===== src/rtl/tmr_pkg.sv =====
package tmr_pkg;

  localparam int NUM_CH   = 5;
  localparam int CFG0_OFS = 'h00;
  localparam int CFG1_OFS = 'h04;
  localparam int CTRL_OFS = 'h08;
  localparam int IRQ_OFS  = 'h44;
  localparam int GRP_BASE = 'h0C;
  localparam int GRP_STEP = 12;

  // control word layout: channel 0 packed at the bottom, others at 4+4c
  function automatic int run_bit(input int ch);
    return (ch == 0) ? 0 : 4 + 4 * ch;
  endfunction

  function automatic int load_bit(input int ch);
    return run_bit(ch) + 1;
  endfunction

  // last channel keeps its reload-mode bit one place lower (no polarity bit)
  function automatic int reload_bit(input int ch);
    return (ch == NUM_CH - 1) ? run_bit(ch) + 2 : run_bit(ch) + 3;
  endfunction

  function automatic int cntbuf_addr(input int ch);
    return GRP_BASE + GRP_STEP * ch;
  endfunction

  function automatic int cmpbuf_addr(input int ch);
    return cntbuf_addr(ch) + 4;
  endfunction

  // last channel has no compare buffer, so its observation slot moves up
  function automatic int obs_addr(input int ch);
    return (ch == NUM_CH - 1) ? cntbuf_addr(ch) + 4 : cntbuf_addr(ch) + 8;
  endfunction

endpackage


===== src/rtl/tmr_channel.sv =====
module tmr_channel #(
  parameter int CNT_W = 32
) (
  input  logic             clk,
  input  logic             rst_n,
  input  logic             load_i,
  input  logic [CNT_W-1:0] reload_i,
  input  logic             run_i,
  input  logic             tick_i,
  input  logic             auto_rl_i,
  output logic [CNT_W-1:0] cnt_o,
  output logic             expire_o
);

  logic [CNT_W-1:0] cnt_q;
  logic             at_zero;

  assign at_zero  = (cnt_q == '0);
  // a manual load in the same cycle takes precedence over the tick
  assign expire_o = run_i && tick_i && at_zero && !load_i;
  assign cnt_o    = cnt_q;

  always_ff @(posedge clk or negedge rst_n) begin
    if (!rst_n) begin
      cnt_q <= '0;
    end else if (load_i) begin
      cnt_q <= reload_i;
    end else if (run_i && tick_i) begin
      if (!at_zero) begin
        cnt_q <= cnt_q - CNT_W'(1);
      end else if (auto_rl_i) begin
        cnt_q <= reload_i;
      end
    end
  end

  AST_HOLD_IDLE: assert property (@(posedge clk) disable iff (!rst_n)
    (!load_i && !(run_i && tick_i)) |=> $stable(cnt_q));
  AST_STEP_DOWN: assert property (@(posedge clk) disable iff (!rst_n)
    (!load_i && run_i && tick_i && cnt_q != '0) |=> (cnt_q == $past(cnt_q) - CNT_W'(1)));
  AST_MANUAL_LOAD: assert property (@(posedge clk) disable iff (!rst_n)
    load_i |=> (cnt_q == $past(reload_i)));
  AST_AUTO_RELOAD: assert property (@(posedge clk) disable iff (!rst_n)
    (expire_o && auto_rl_i) |=> (cnt_q == $past(reload_i)));

endmodule


===== src/rtl/tmr_irq_reg.sv =====
module tmr_irq_reg #(
  parameter int N_CH = 5
) (
  input  logic              clk,
  input  logic              rst_n,
  input  logic              wr_i,
  input  logic [2*N_CH-1:0] wdata_i,
  input  logic [N_CH-1:0]   expire_i,
  output logic [2*N_CH-1:0] word_o,
  output logic [N_CH-1:0]   irq_o
);

  logic [N_CH-1:0] en_q, sts_q, irq_q;
  logic [N_CH-1:0] en_d, sts_d, irq_d;

  always_comb begin
    en_d  = wr_i ? wdata_i[N_CH-1:0] : en_q;
    // clear-by-one first, hardware set afterwards so the set wins
    sts_d = (wr_i ? (sts_q & ~wdata_i[2*N_CH-1:N_CH]) : sts_q) | expire_i;
    for (int i = 0; i < N_CH; i++) begin
      if (expire_i[i] && en_q[i]) begin
        irq_d[i] = 1'b1;
      end else if (sts_q[i] && !sts_d[i]) begin
        irq_d[i] = 1'b0;
      end else begin
        irq_d[i] = irq_q[i];
      end
    end
  end

  always_ff @(posedge clk or negedge rst_n) begin
    if (!rst_n) begin
      en_q  <= '0;
      sts_q <= '0;
      irq_q <= '0;
    end else begin
      en_q  <= en_d;
      sts_q <= sts_d;
      irq_q <= irq_d;
    end
  end

  assign word_o = {sts_q, en_q};
  assign irq_o  = irq_q;

  for (genvar i = 0; i < N_CH; i++) begin : g_chk
    AST_STATUS_ON_EXPIRY: assert property (@(posedge clk) disable iff (!rst_n)
      expire_i[i] |=> sts_q[i]);
    AST_LINE_ON_ENABLED: assert property (@(posedge clk) disable iff (!rst_n)
      (expire_i[i] && en_q[i]) |=> irq_q[i]);
    AST_LINE_NEEDS_STATUS: assert property (@(posedge clk) disable iff (!rst_n)
      irq_q[i] |-> sts_q[i]);
  end

endmodule


===== src/rtl/tick_timer_bank.sv =====
module tick_timer_bank
  import tmr_pkg::*;
#(
  parameter int DATA_W = 32,
  parameter int ADDR_W = 8,
  parameter int CNT_W  = 32
) (
  input  logic              clk,
  input  logic              rst_n,
  input  logic              bus_wr,
  input  logic              bus_rd,
  input  logic [ADDR_W-1:0] bus_addr,
  input  logic [DATA_W-1:0] bus_wdata,
  output logic [DATA_W-1:0] bus_rdata,
  input  logic [NUM_CH-1:0] tick_i,
  output logic [NUM_CH-1:0] irq_o
);

  localparam int IRQ_W = 2 * NUM_CH;

  logic [DATA_W-1:0] cfg0_q, cfg1_q, ctrl_q, ctrl_d;
  logic [CNT_W-1:0]  cntbuf_v [NUM_CH];
  logic [CNT_W-1:0]  cmpbuf_v [NUM_CH];
  logic [CNT_W-1:0]  cnt_v    [NUM_CH];
  logic [NUM_CH-1:0] run, rl_mode, load, expire;
  logic [IRQ_W-1:0]  irq_word;
  logic [DATA_W-1:0] rd_val;
  logic              hit;
  logic              ctrl_we, irq_we;

  assign ctrl_we = bus_wr && (bus_addr == ADDR_W'(CTRL_OFS));
  assign irq_we  = bus_wr && (bus_addr == ADDR_W'(IRQ_OFS));

  always_ff @(posedge clk or negedge rst_n) begin
    if (!rst_n) begin
      cfg0_q <= '0;
      cfg1_q <= '0;
    end else if (bus_wr) begin
      if (bus_addr == ADDR_W'(CFG0_OFS)) cfg0_q <= bus_wdata;
      if (bus_addr == ADDR_W'(CFG1_OFS)) cfg1_q <= bus_wdata;
    end
  end

  for (genvar ch = 0; ch < NUM_CH; ch++) begin : g_ch
    logic [CNT_W-1:0] cntbuf_q;

    assign run[ch]     = ctrl_q[run_bit(ch)];
    assign rl_mode[ch] = ctrl_q[reload_bit(ch)];
    assign load[ch]    = ctrl_we && bus_wdata[load_bit(ch)] && !ctrl_q[load_bit(ch)];

    always_ff @(posedge clk or negedge rst_n) begin
      if (!rst_n) cntbuf_q <= '0;
      else if (bus_wr && bus_addr == ADDR_W'(cntbuf_addr(ch))) cntbuf_q <= bus_wdata[CNT_W-1:0];
    end
    assign cntbuf_v[ch] = cntbuf_q;

    if (ch < NUM_CH - 1) begin : g_cmp
      logic [CNT_W-1:0] cmpbuf_q;
      always_ff @(posedge clk or negedge rst_n) begin
        if (!rst_n) cmpbuf_q <= '0;
        else if (bus_wr && bus_addr == ADDR_W'(cmpbuf_addr(ch))) cmpbuf_q <= bus_wdata[CNT_W-1:0];
      end
      assign cmpbuf_v[ch] = cmpbuf_q;
    end else begin : g_nocmp
      assign cmpbuf_v[ch] = '0;
    end

    tmr_channel #(.CNT_W(CNT_W)) u_chan (
      .clk       (clk),
      .rst_n     (rst_n),
      .load_i    (load[ch]),
      .reload_i  (cntbuf_q),
      .run_i     (run[ch]),
      .tick_i    (tick_i[ch]),
      .auto_rl_i (rl_mode[ch]),
      .cnt_o     (cnt_v[ch]),
      .expire_o  (expire[ch])
    );

    AST_ONESHOT_STOP: assert property (@(posedge clk) disable iff (!rst_n)
      (expire[ch] && !rl_mode[ch]) |=> !run[ch]);
  end

  // control word: bus write first, then hardware clears one-shot run bits
  always_comb begin
    ctrl_d = ctrl_we ? bus_wdata : ctrl_q;
    for (int ch = 0; ch < NUM_CH; ch++) begin
      if (expire[ch] && !rl_mode[ch]) ctrl_d[run_bit(ch)] = 1'b0;
    end
  end

  always_ff @(posedge clk or negedge rst_n) begin
    if (!rst_n) ctrl_q <= '0;
    else        ctrl_q <= ctrl_d;
  end

  tmr_irq_reg #(.N_CH(NUM_CH)) u_irq (
    .clk      (clk),
    .rst_n    (rst_n),
    .wr_i     (irq_we),
    .wdata_i  (bus_wdata[IRQ_W-1:0]),
    .expire_i (expire),
    .word_o   (irq_word),
    .irq_o    (irq_o)
  );

  always_comb begin
    rd_val = '0;
    hit    = 1'b0;
    if (bus_addr == ADDR_W'(CFG0_OFS)) begin rd_val = cfg0_q; hit = 1'b1; end
    if (bus_addr == ADDR_W'(CFG1_OFS)) begin rd_val = cfg1_q; hit = 1'b1; end
    if (bus_addr == ADDR_W'(CTRL_OFS)) begin rd_val = ctrl_q; hit = 1'b1; end
    if (bus_addr == ADDR_W'(IRQ_OFS))  begin rd_val = DATA_W'(irq_word); hit = 1'b1; end
    for (int ch = 0; ch < NUM_CH; ch++) begin
      if (bus_addr == ADDR_W'(cntbuf_addr(ch))) begin
        rd_val = DATA_W'(cntbuf_v[ch]); hit = 1'b1;
      end
      if (ch < NUM_CH - 1 && bus_addr == ADDR_W'(cmpbuf_addr(ch))) begin
        rd_val = DATA_W'(cmpbuf_v[ch]); hit = 1'b1;
      end
      if (bus_addr == ADDR_W'(obs_addr(ch))) begin
        rd_val = DATA_W'(cnt_v[ch]); hit = 1'b1;
      end
    end
  end

  assign bus_rdata = bus_rd ? rd_val : '0;

  AST_UNMAPPED_WRITE_IGNORED: assert property (@(posedge clk) disable iff (!rst_n)
    (bus_wr && !hit && expire == '0) |=> $stable(ctrl_q));

endmodule


===== config.mk =====
export PLATFORM = sky130hd
export DESIGN_NAME = tick_timer_bank
export DESIGN_NICKNAME = d
export VERILOG_FILES = /design/src/rtl/tmr_pkg.sv /design/src/rtl/tmr_channel.sv /design/src/rtl/tmr_irq_reg.sv /design/src/rtl/tick_timer_bank.sv
export SDC_FILE = /design/constraint.sdc
export NUM_CORES = 1
export LEC_CHECK = 0
export BUFFER_PORTS_ARGS = -buffer_cell sky130_fd_sc_hd__buf_4
export CORE_MARGIN = 2
export CORE_UTILIZATION = 50
export CTS_CLUSTER_DIAMETER = 100
export DETAILED_ROUTE_END_ITERATION = 12
export HOLD_SLACK_MARGIN = 0.15
export PLACE_DENSITY = 0.68
export SYNTH_ARGS = -nofsm -noshare
export SYNTH_HDL_FRONTEND = slang
export SYNTH_SLANG_ARGS = --single-unit

===== constraint.sdc =====
create_clock -name clk -period 3.2 [get_ports clk]
set_clock_uncertainty 0.2 [all_clocks]
set_input_delay 0.48 -clock clk [delete_from_list [all_inputs] [get_ports clk]]
set_output_delay 0.48 -clock clk [all_outputs]
set_load 0.01 [all_outputs]

[After elaboration in Yosys (flattened, before gate mapping)]
Index checks and enable logic that the tools add are counted.
Word-level totals
  output and inout port bits: 37
  flip-flop bits (word level): 559
  bits of input ports: 49
  word-level logic and storage cells: 214
Operators by class
  equal/unequal tests: 22
  muxes and demuxes: 56
  add/sub/neg operators: 5
  reductions and logical operators: 99
  bitwise gates (word level): 3
Operators by type and width (count)
  two-way mux 32 bit: 39
  logical NOT 32 bit: 5
  subtractor 32 x 1 -> 32 bit (second input constant): 5
  == test 8 x 6 -> 1 bit (second input constant): 8
  logical AND 1 bit: 51
  == test 8 x 5 -> 1 bit (second input constant): 4
  nonzero test 2 bit: 15
  two-way mux 21 bit: 1
  logical NOT 1 bit: 20
  == test 8 x 4 -> 1 bit (second input constant): 2
  == test 8 x 7 -> 1 bit (second input constant): 2
  two-way mux 1 bit: 15
  != test 3 x 2 -> 1 bit (second input constant): 5
  AND reduction 2 bit: 7
  == test 8 x 3 -> 1 bit (second input constant): 1
  logical NOT 8 bit: 1
  AND 5 bit: 1
  two-way mux 5 bit: 1
  inverter 5 bit: 1
  OR 5 bit: 1

[Longest topological paths before layout]
Gate-level depths: netlist (run 1).
  word-level depth: 20
  gate-level depth with buffers: 10
  mapped depth without buffers: 8

[Hierarchy]
Synthesis (run 1) repeated with hierarchy kept, for this count alone.
Second synthesis, totals
  cells, all modules: 3244
  area total of the unflattened synthesis: 32969.1 sq um
By module, submodules not included
  tick_timer_bank: area each 19986.7 sq um, cells each 1807, times used 1, sequential area each 9609.2 sq um
  tmr_channel: area each 2476.1 sq um, cells each 278, times used 5, sequential area each 800.8 sq um
  tmr_irq_reg: area each 601.8 sq um, cells each 47, times used 1, sequential area each 375.4 sq um

[Least setup slack after synthesis (run 1)]
OpenSTA, ideal clock, no wires.
  path type: input -> output
  from: in bus_addr[6]
  to: out bus_rdata[3]
  required time: 2.520 ns
  cell stages on the path: 7
  path buffers: 1
  slack: -0.197 ns
  arrival: 2.717 ns
  path through: clkbuf_1 > or4b_2 > nor2_1 > a22oi_1 > o211ai_1 > nor3_1 > a2111oi_0
On the way
  cells in the longest elaborated chain, start to end: 20
  elaborated cells on any way between the ends: 37
  classes of those cells: eq/ne (17); mux (19); reduce/logical (1)
Ends and longest elaborated chain
  from (decl): RTL line tick_timer_bank.sv:12  | input logic [ADDR_W-1:0] bus_addr,
  logical NOT 8 bit: RTL line tick_timer_bank.sv:110  | if (bus_addr == ADDR_W'(CFG0_OFS)) begin rd_val = cfg0_q; hit = 1'b1; end
  two-way mux 32 bit: RTL line tick_timer_bank.sv:110
  two-way mux 32 bit: RTL line tick_timer_bank.sv:111  | if (bus_addr == ADDR_W'(CFG1_OFS)) begin rd_val = cfg1_q; hit = 1'b1; end
  two-way mux 32 bit: RTL line tick_timer_bank.sv:112  | if (bus_addr == ADDR_W'(CTRL_OFS)) begin rd_val = ctrl_q; hit = 1'b1; end
  two-way mux 32 bit: RTL line tick_timer_bank.sv:113  | if (bus_addr == ADDR_W'(IRQ_OFS)) begin rd_val = DATA_W'(irq_word); hit = 1'b1; end
  two-way mux 32 bit: RTL line tick_timer_bank.sv:115  | if (bus_addr == ADDR_W'(cntbuf_addr(ch))) begin
  two-way mux 32 bit: RTL line tick_timer_bank.sv:118  | if (ch < NUM_CH - 1 && bus_addr == ADDR_W'(cmpbuf_addr(ch))) begin
  two-way mux 32 bit: RTL line tick_timer_bank.sv:121  | if (bus_addr == ADDR_W'(obs_addr(ch))) begin
  [4 not listed]
  two-way mux 32 bit: RTL line tick_timer_bank.sv:118
  two-way mux 32 bit: RTL line tick_timer_bank.sv:121
  two-way mux 32 bit: RTL line tick_timer_bank.sv:115
  two-way mux 32 bit: RTL line tick_timer_bank.sv:118
  two-way mux 32 bit: RTL line tick_timer_bank.sv:121
  two-way mux 32 bit: RTL line tick_timer_bank.sv:115
  two-way mux 32 bit (*): RTL line tick_timer_bank.sv:121
  two-way mux 32 bit (*): RTL line tick_timer_bank.sv:127  | assign bus_rdata = bus_rd ? rd_val : '0;
  to (decl): RTL line tick_timer_bank.sv:14  | output logic [DATA_W-1:0] bus_rdata,
Mark *: on every way between the ends. The rest lies on a longest branch, timed or not.

[Worst setup path in the final report (run 1)]
  from: reg u_irq.en_q[0]
  to: out bus_rdata[0]
On the way
  cells in the longest elaborated chain, start to end: 16
Ends and longest elaborated chain
  from (decl): RTL line tmr_irq_reg.sv:13  | logic [N_CH-1:0] en_q, sts_q, irq_q;
  from (signal assigned): RTL line tmr_irq_reg.sv:37  | en_q <= en_d;
  two-way mux 32 bit: RTL line tick_timer_bank.sv:113
  two-way mux 32 bit: RTL line tick_timer_bank.sv:115
  two-way mux 32 bit: RTL line tick_timer_bank.sv:118
  two-way mux 32 bit: RTL line tick_timer_bank.sv:121
  two-way mux 32 bit: RTL line tick_timer_bank.sv:115
  two-way mux 32 bit: RTL line tick_timer_bank.sv:118
  two-way mux 32 bit: RTL line tick_timer_bank.sv:121
  two-way mux 32 bit: RTL line tick_timer_bank.sv:115
  two-way mux 32 bit: RTL line tick_timer_bank.sv:118
  two-way mux 32 bit: RTL line tick_timer_bank.sv:121
  two-way mux 32 bit: RTL line tick_timer_bank.sv:115
  two-way mux 32 bit: RTL line tick_timer_bank.sv:118
  two-way mux 32 bit: RTL line tick_timer_bank.sv:121
  two-way mux 32 bit: RTL line tick_timer_bank.sv:115
  two-way mux 32 bit: RTL line tick_timer_bank.sv:121
  two-way mux 32 bit: RTL line tick_timer_bank.sv:127
No other way between the ends.

==> results.md, run 1 <==
- Failing checks: negative setup slack
- Clock-pin slew on the worst setup and hold paths: 60 ps
- Non-filler cells, final: about 4500
- Post-synth top flop: dfrtp_1
- Max Fclk: 283 MHz
- Fillers: a little under 5000
- Via count: between 30000 and 40000
- Async S/R FF share, synth: 100%
- Synth area leader: dfrtp_1
- Clk pwr share: between 40% and 50%
- Worst EP arrival: between 2000 and 3000 ps
- GR peak layer: met2
- Ys Warns: 0
- Syn_area_per_cell: between 9 and 10 um2
- Syn nets: 3234
- Fin. max-slew vios: 0
- Total grt overflow: 0
- Met3 usage: 10.7%
- Initial antenna violation count: 9
- Slew HR: between 10% and 20%
- Internal power: about 0.013 W
- WP buf/inv: 1
- Final setup fails: 26
- Leak: ~19 nW
- NumNets Final: roughly 3700
- Critical Path RT: ~2500 ps
- #FFs+latches synth: between 500 and 600
- Crit path time final: 3540 ps
- FP Rows: 91
- Global-route wire length before repair: between 200 and 250 mm
- Layout area overhead: 29.2%
- Period utilization: 111%
- Power per cell area: ~440 nW/um2
- Mapped Cells: about 3200
- Clock Tree Buf Depth: 3
- Yosys top cell area share: about 45%
- Die height: ~250 um
- GRT met1 Usage: between 50% and 60%
- Seq pwr share: a little over two fifths
- Ports: between 80 and 90
- Crit path launch type: register
- Port buffer count: 85
- NetSw: a little under 0.005 W
- Post-synth EDFFs: 0
- Design Area, Final: approximately 41000 um2
- Gr usage total: 45.1%
- Most instantiated cells after synthesis: dfrtp_1 (559), mux2_2 (382), nand2_1 (278)
- Syn Std Cell Area: ~31000 um2
- Initial Util: approximately 51%
- CP most frequent cell: a21oi_1
- Slowest cell on crit path: dfrtp_2
- DP HPWL: between 100 and 150 mm
- Drt first pass iters: 6
- HP Class: input port to register
- TritonCTS clock tree: done
- Die ar.: around 65000 um2
- Post-route worst setup slack: -340 ps
- Layout cells sized above 1: 36.3%
- Least-Margin Pin Slew: roughly 1200 ps
- Largest net degree at the start of global routing: 82
- Root buffer cell: clkbuf_16
- Switching Fraction: a little over a quarter
- DRC Markers: 0
- Max H-tree Level: 3
- WL/cell: 32.5 um
- Status: finished, violations left
- Dpl cells: 4310
- Routed vias/inst: ~7.0
- Area of the core: 61800 um2
- Max-Cap Viols: 0
- Sequential element share of the synthesized area: approximately 45%
- CP Cell Sequence: nor3b_2 > a21oi_1 > or4_1 > a222oi_1 > a21oi_1 > o311a_1 > buf_6
- Comb power frac: roughly an eighth
- Largest stage delay, worst path: 450 ps
- Crit-path max FO: 2
- Most numerous cell in the Yosys netlist: dfrtp_1
- CTS sink cnt: about 560
- Multi-input gate area: between 15000 and 20000 um2
- CTS buffer count: 66
- Die X-Extent: 254 um
- Unrepaired setup endpoints after global routing: yes
- Max rail drop VDD: 471 uV
- GRT met2 Usage: 66.8%
- Hold Fails Final Rpt: 0
- Clock latency on the worst-skew pair: 610 ps
- Critical path class: register to output port
- Post-route ant nets: 0
- Final WL: roughly 150 mm
- Post-synth cell types: 90
- Routability congestion estimate from global placement: 1.04
- Setup crit end kind: output port
- 1st-iter DRT viols: between 4000 and 5000
- Final TNS setup: -1580 ps
- Reg area: between 10000 and 15000 um2
- Vias in the first global route: ~30000
- Area of placed instances: about 36000 um2
- Top post-synthesis cells by area: dfrtp_1 (45%), mux2_2 (14%), o21ai_0 (3.6%)
- Worst path top cell family by delay: compound AO/OA/AOI/OAI gates
-- cell usage in the layout (no fill, tap or decap), types with 50 or more instances in the layout --
cell / instances
nand3_1: 55
o21ai_0: 186
o22ai_1: 60
nand2_1: 275
mux2i_1: 86
dfrtp_1: 547
clkbuf_16: 71
buf_4: 484
buf_6: 50
a22oi_1: 50
nor4_1: 59
nor2_1: 185
nor3_1: 97
a21oi_1: 192
mux2_2: 381
-- layer usage --
layer | wire length (um) | up-vias
met5 | 36 | -
met4 | 11600 | 6
met3 | 16600 | 521
met2 | 62800 | 2241
met1 | 55500 | 15726
li1 | - | 12926
-- tightest hold or removal path: stages --
cell     delay [ps]
buf_4           220
mux2i_1         180
nor2_1           60
-- what timing repair did --
| item | 4_1_cts | 5_1_grt |
|---|---|---|
| hold endpoints to repair | 282 | 0 |
| pin swaps | 53 | 60 |
| hold buffers | 30 | 0 |
| gates cloned | 2 | 4 |
| gates resized for setup | 201 | 137 |
| setup buffers | 26 | 22 |
| setup endpoints to repair | 43 | 35 |
-- registers in the layout, indices dropped and copies added (netlist names), 32 cells and up --
name and flops:
g_ch.u_chan.cnt_o 160, g_ch.g_cmp.cmpbuf_q 128, cfg1_q 32, cfg0_q 32, g_ch.cntbuf_q 160, ctrl_q 32
-- kinds of logic after synthesis --
logic type,synth area share [%]
simple gates,14.2
mux,17.1
compound gates,19.9
buf+inv,4.01
flops,44.6
fa+ha+maj,0.239
-- final cells by class --
class | count | share of cell area (%)
Timing Repair Buffer | 628 | 14.2
Multi-Input combinational cell | 2314 | 42.7
Clock inverter | 18 | 0.701
Tap cell | 837 | 2.58
Sequential cell | 559 | 34.6
Inverter | 44 | 0.408
Clock buffer | 100 | 4.81
Antenna cell | 4 | 0.0247
-- per-stage QoR --
step | hold WS [ps] | setup slack [ps] | total power (W) | util (%)
6_report | 197 | -340 | 0.0179 | 65.5
5_1_grt | 183 | -347 | 0.0183 | 65.5
4_1_cts | 162 | -277 | 0.0178 | 64.1
3_5_place_dp | 264 | -527 | 0.00981 | 58.4
3_3_place_gp | 255 | -566 | 0.00977 | 58.4
2_1_floorplan | -15.6 | 3.48 | 0.00868 | -
-- power groups by stage --
stage	registers (W)	logic, W	clock network, W
after floorplan	0.00771	0.000968	0
after global placement	0.00789	0.00188	0
after detailed placement	0.00791	0.00191	0
after CTS	0.00778	0.00202	0.00796
after global routing	0.00783	0.00223	0.00823
final	0.00781	0.00214	0.00794
-- worst paths after layout --
| check | from | to | slack (ps) | cells past startpoint |
|---|---|---|---|---|
| worst max register to register | g_ch[1].u_chan.cnt_o[30]$_DFFE_PN0P_ | g_ch[1].u_chan.cnt_o[22]$_DFFE_PN0P_ | 90 | 6 |
| worst max-delay path | u_irq.en_q[0]$_DFFE_PN0P_ | bus_rdata[0] | -340 | 7 |
| min in group asynchronous | rst_n | g_ch[2].u_chan.cnt_o[18]$_DFFE_PN0P_ | 320 | 2 |
| max in group asynchronous | rst_n | g_ch[0].g_cmp.cmpbuf_q[9]$_DFFE_PN0P_ | 1550 | 3 |
| worst min register to register | ctrl_q[5]$_DFFE_PN0P_ | ctrl_q[5]$_DFFE_PN0P_ | 280 | 2 |
| worst min-delay path | bus_wdata[16] | ctrl_q[16]$_DFFE_PN0P_ | 200 | 3 |
Power figures use the tool's default switching activity.
==> run 2, diff against run 1 <==
==> constraint.sdc (replaced) <==
create_clock -name clk -period 3.2 [get_ports clk]
set_clock_uncertainty 0.2 [all_clocks]
set_input_delay 0.16 -clock clk [delete_from_list [all_inputs] [get_ports clk]]
set_output_delay 0.16 -clock clk [all_outputs]
set_load 0.01 [all_outputs]
==> run 2 against run 1 <==
The run now ends clean. Sequential power barely moved. Critical path depth did not move. Wire length fell by 2.6%. Total power fell by 0.83%. Cell area fell by 7.1%. Fmax rose by 11%. Cell count fell by 4.5%. Hold slack improved by 3.5 ps. Highest routed layer unchanged.
==> results.md, run 2 (same netlist as run 1, synthesis figures left out) <==
- Status: finished clean
- Gr usage total: between 40 and 50%
- Layout cells sized above 1: about 28%
- Die X-Extent: ~250 um
- Setup bufs post-CTS: 0
- Largest net degree at the start of global routing: 76
- Final setup fails: 0
- Root buffer cell: clkbuf_16
- Routability congestion estimate from global placement: between 1 and 1.5
- Crit path launch type: register
- Final Util: between 60 and 70%
- Hold Fails Final Rpt: 0
- Setup crit end kind: output port
- Critical path class: register to output port
- DRC Markers: 0
- Commonest non-fill, non-tap cell in the layout: dfrtp_1
- Clock-pin slew on the worst setup and hold paths: about 60 ps
- Crit path time final: ~3200 ps
- DP HPWL: slightly above 100 mm
- Post-route ant nets: 0
- Initial antenna violation count: 10
- TritonCTS clock tree: done
- Dpl cells: 4129
- Global-route wire length before repair: a little over 200 mm
- R2R setup slack: about 90 ps
- Max H-tree Level: 3
- Least-Margin Pin Slew: ~1300 ps
- Ports: 86
- Worst path top cell family by delay: compound AO/OA/AOI/OAI gates
- Clock Tree Buf Depth: 3
- CTS sink cnt: 559
- Leak: approximately 17 nW
- Initial Util: 50.7%
- RR Startpoint: g_ch[3].u_chan.cnt_o[1]$_DFFE_PN0P_
- HP Class: input port to register
- WL/cell: 33.2 um
- Fillers: around 5300
- Post-route worst setup slack: approximately 16 ps
- Crit-path max FO: 3
- Final TNS setup: 0 ps
- Die height: between 200 and 300 um
- Final WL: 143 mm
- FP Rows: 91
- Crit path launch: u_irq.en_q[0]$_DFFE_PN0P_
- Slew HR: a little under an eighth
- Drt first pass iters: 6
- Total grt overflow: 0
- Slowest cell on crit path: dfrtp_2
- Max-Cap Viols: 0
- Max Fclk: between 300 and 400 MHz
- Area of the core: around 62000 um2
- Clock latency on the worst-skew pair: about 630 ps
- Total power: between 0.015 and 0.02 W
- Die ar.: 64700 um2
- Critical Path RT: around 2800 ps
- Fin. max-slew vios: 0
- Layout area overhead: 20.0%
- Worst EP arrival: approximately 2800 ps
- Period utilization: about 100%
- Largest stage delay, worst path: ~450 ps
- CP Cell Sequence: nor3b_2 > a21oi_1 > or4_1 > a222oi_1 > a21oi_2 > o311a_1 > buf_4
- Most frequent cells in the layout: dfrtp_1 (556), mux2_2 (382), buf_4 (337)
- Power per cell area: approximately 470 nW/um2
- Max rail drop VDD: roughly 320 uV
- 1st-iter DRT viols: around 3800
- NumNets Final: 3463
- CTS buffer count: 66
- Hold path start: bus_addr[4]
- Vias in the first global route: around 29000
- Place WS: around 80 ps
- WP buf/inv: 1
- Port buffer count: between 80 and 90
- Via count: 30213
- Routed vias/inst: about 7.0
- Non-filler cells, final: 4302
## run 2: changes by cell type in the layout (fill, tap and decap cells not counted), moves of 15 or more
cell	change
nor2_1	+17
buf_6	-49
a221oi_2	-21
a221oi_1	+21
buf_4	-147
o21ai_2	-21
dlygate4sd3_1	+17
o21ai_0	+36
a21oi_1	+15
## run 2: cell type report
| class | instances | area (um2) | share of cell area (%) |
|---|---|---|---|
| antenna | 7 | 17.5 | 0.0466 |
| clock buffer | 96 | 1970 | 5.23 |
| clock inverter | 22 | 289 | 0.768 |
| inverter | 44 | 165 | 0.439 |
| multi-input combinational | 2314 | 16400 | 43.5 |
| sequential | 559 | 14000 | 37.2 |
| tap | 837 | 1050 | 2.78 |
| timing repair buffer | 423 | 3770 | 10.0 |
## run 2: per-layer routing
| metal | GRT usage (%) | up-vias | wire [um] |
|---|---|---|---|
| li1 | - | 12528 | - |
| met1 | 57.6 | 15210 | 54300 |
| met2 | 65.3 | 2001 | 61500 |
| met3 | 11.4 | 472 | 15800 |
| met4 | 29.6 | 2 | 11100 |
| met5 | 0 | - | 13 |
## run 2: power breakdown
part | total [W] | internal [W] | switching [W]
registers | 0.00781 | 0.00739 | 0.000411
logic | 0.00196 | 0.000737 | 0.00122
clock network | 0.00797 | 0.00469 | 0.00328
total | 0.0177 | 0.0128 | 0.00491
## run 2: tightest hold or removal path: cells and delay by family
kind                   cells  cell delay [ps]
buffers and inverters      2              450
AND/OR/NAND/NOR            4              360
## run 2: final timing paths
path | end | cells after the start
max reg2reg | g_ch[3].u_chan.cnt_o[23]$_DFFE_PN0P_ | 9
min | ctrl_q[14]$_DFFE_PN0P_ | 6
min reg2reg | ctrl_q[6]$_DFFE_PN0P_ | 2
max | bus_rdata[0] | 7
min in group asynchronous | g_ch[2].u_chan.cnt_o[15]$_DFFE_PN0P_ | 4
max in group asynchronous | g_ch[2].g_cmp.cmpbuf_q[21]$_DFFE_PN0P_ | 4
## run 2: repair_timing
item	CTS	global route
gates resized for setup	14	17
pin swaps	2	2
hold buffers	48	0
cloned	0	0
hold endpoints to repair	1023	0
endpoints found under the setup margin	4	11
## run 2: metrics by stage
| step | area [um2] | hold WS, ps |
|---|---|---|
| floorplan | 31400 | -336 |
| global placement | 34700 | 24.7 |
| detailed placement | 34700 | 32.7 |
| CTS | 37500 | 151 |
| global route | 37600 | 233 |
| finish | 37600 | 200 |
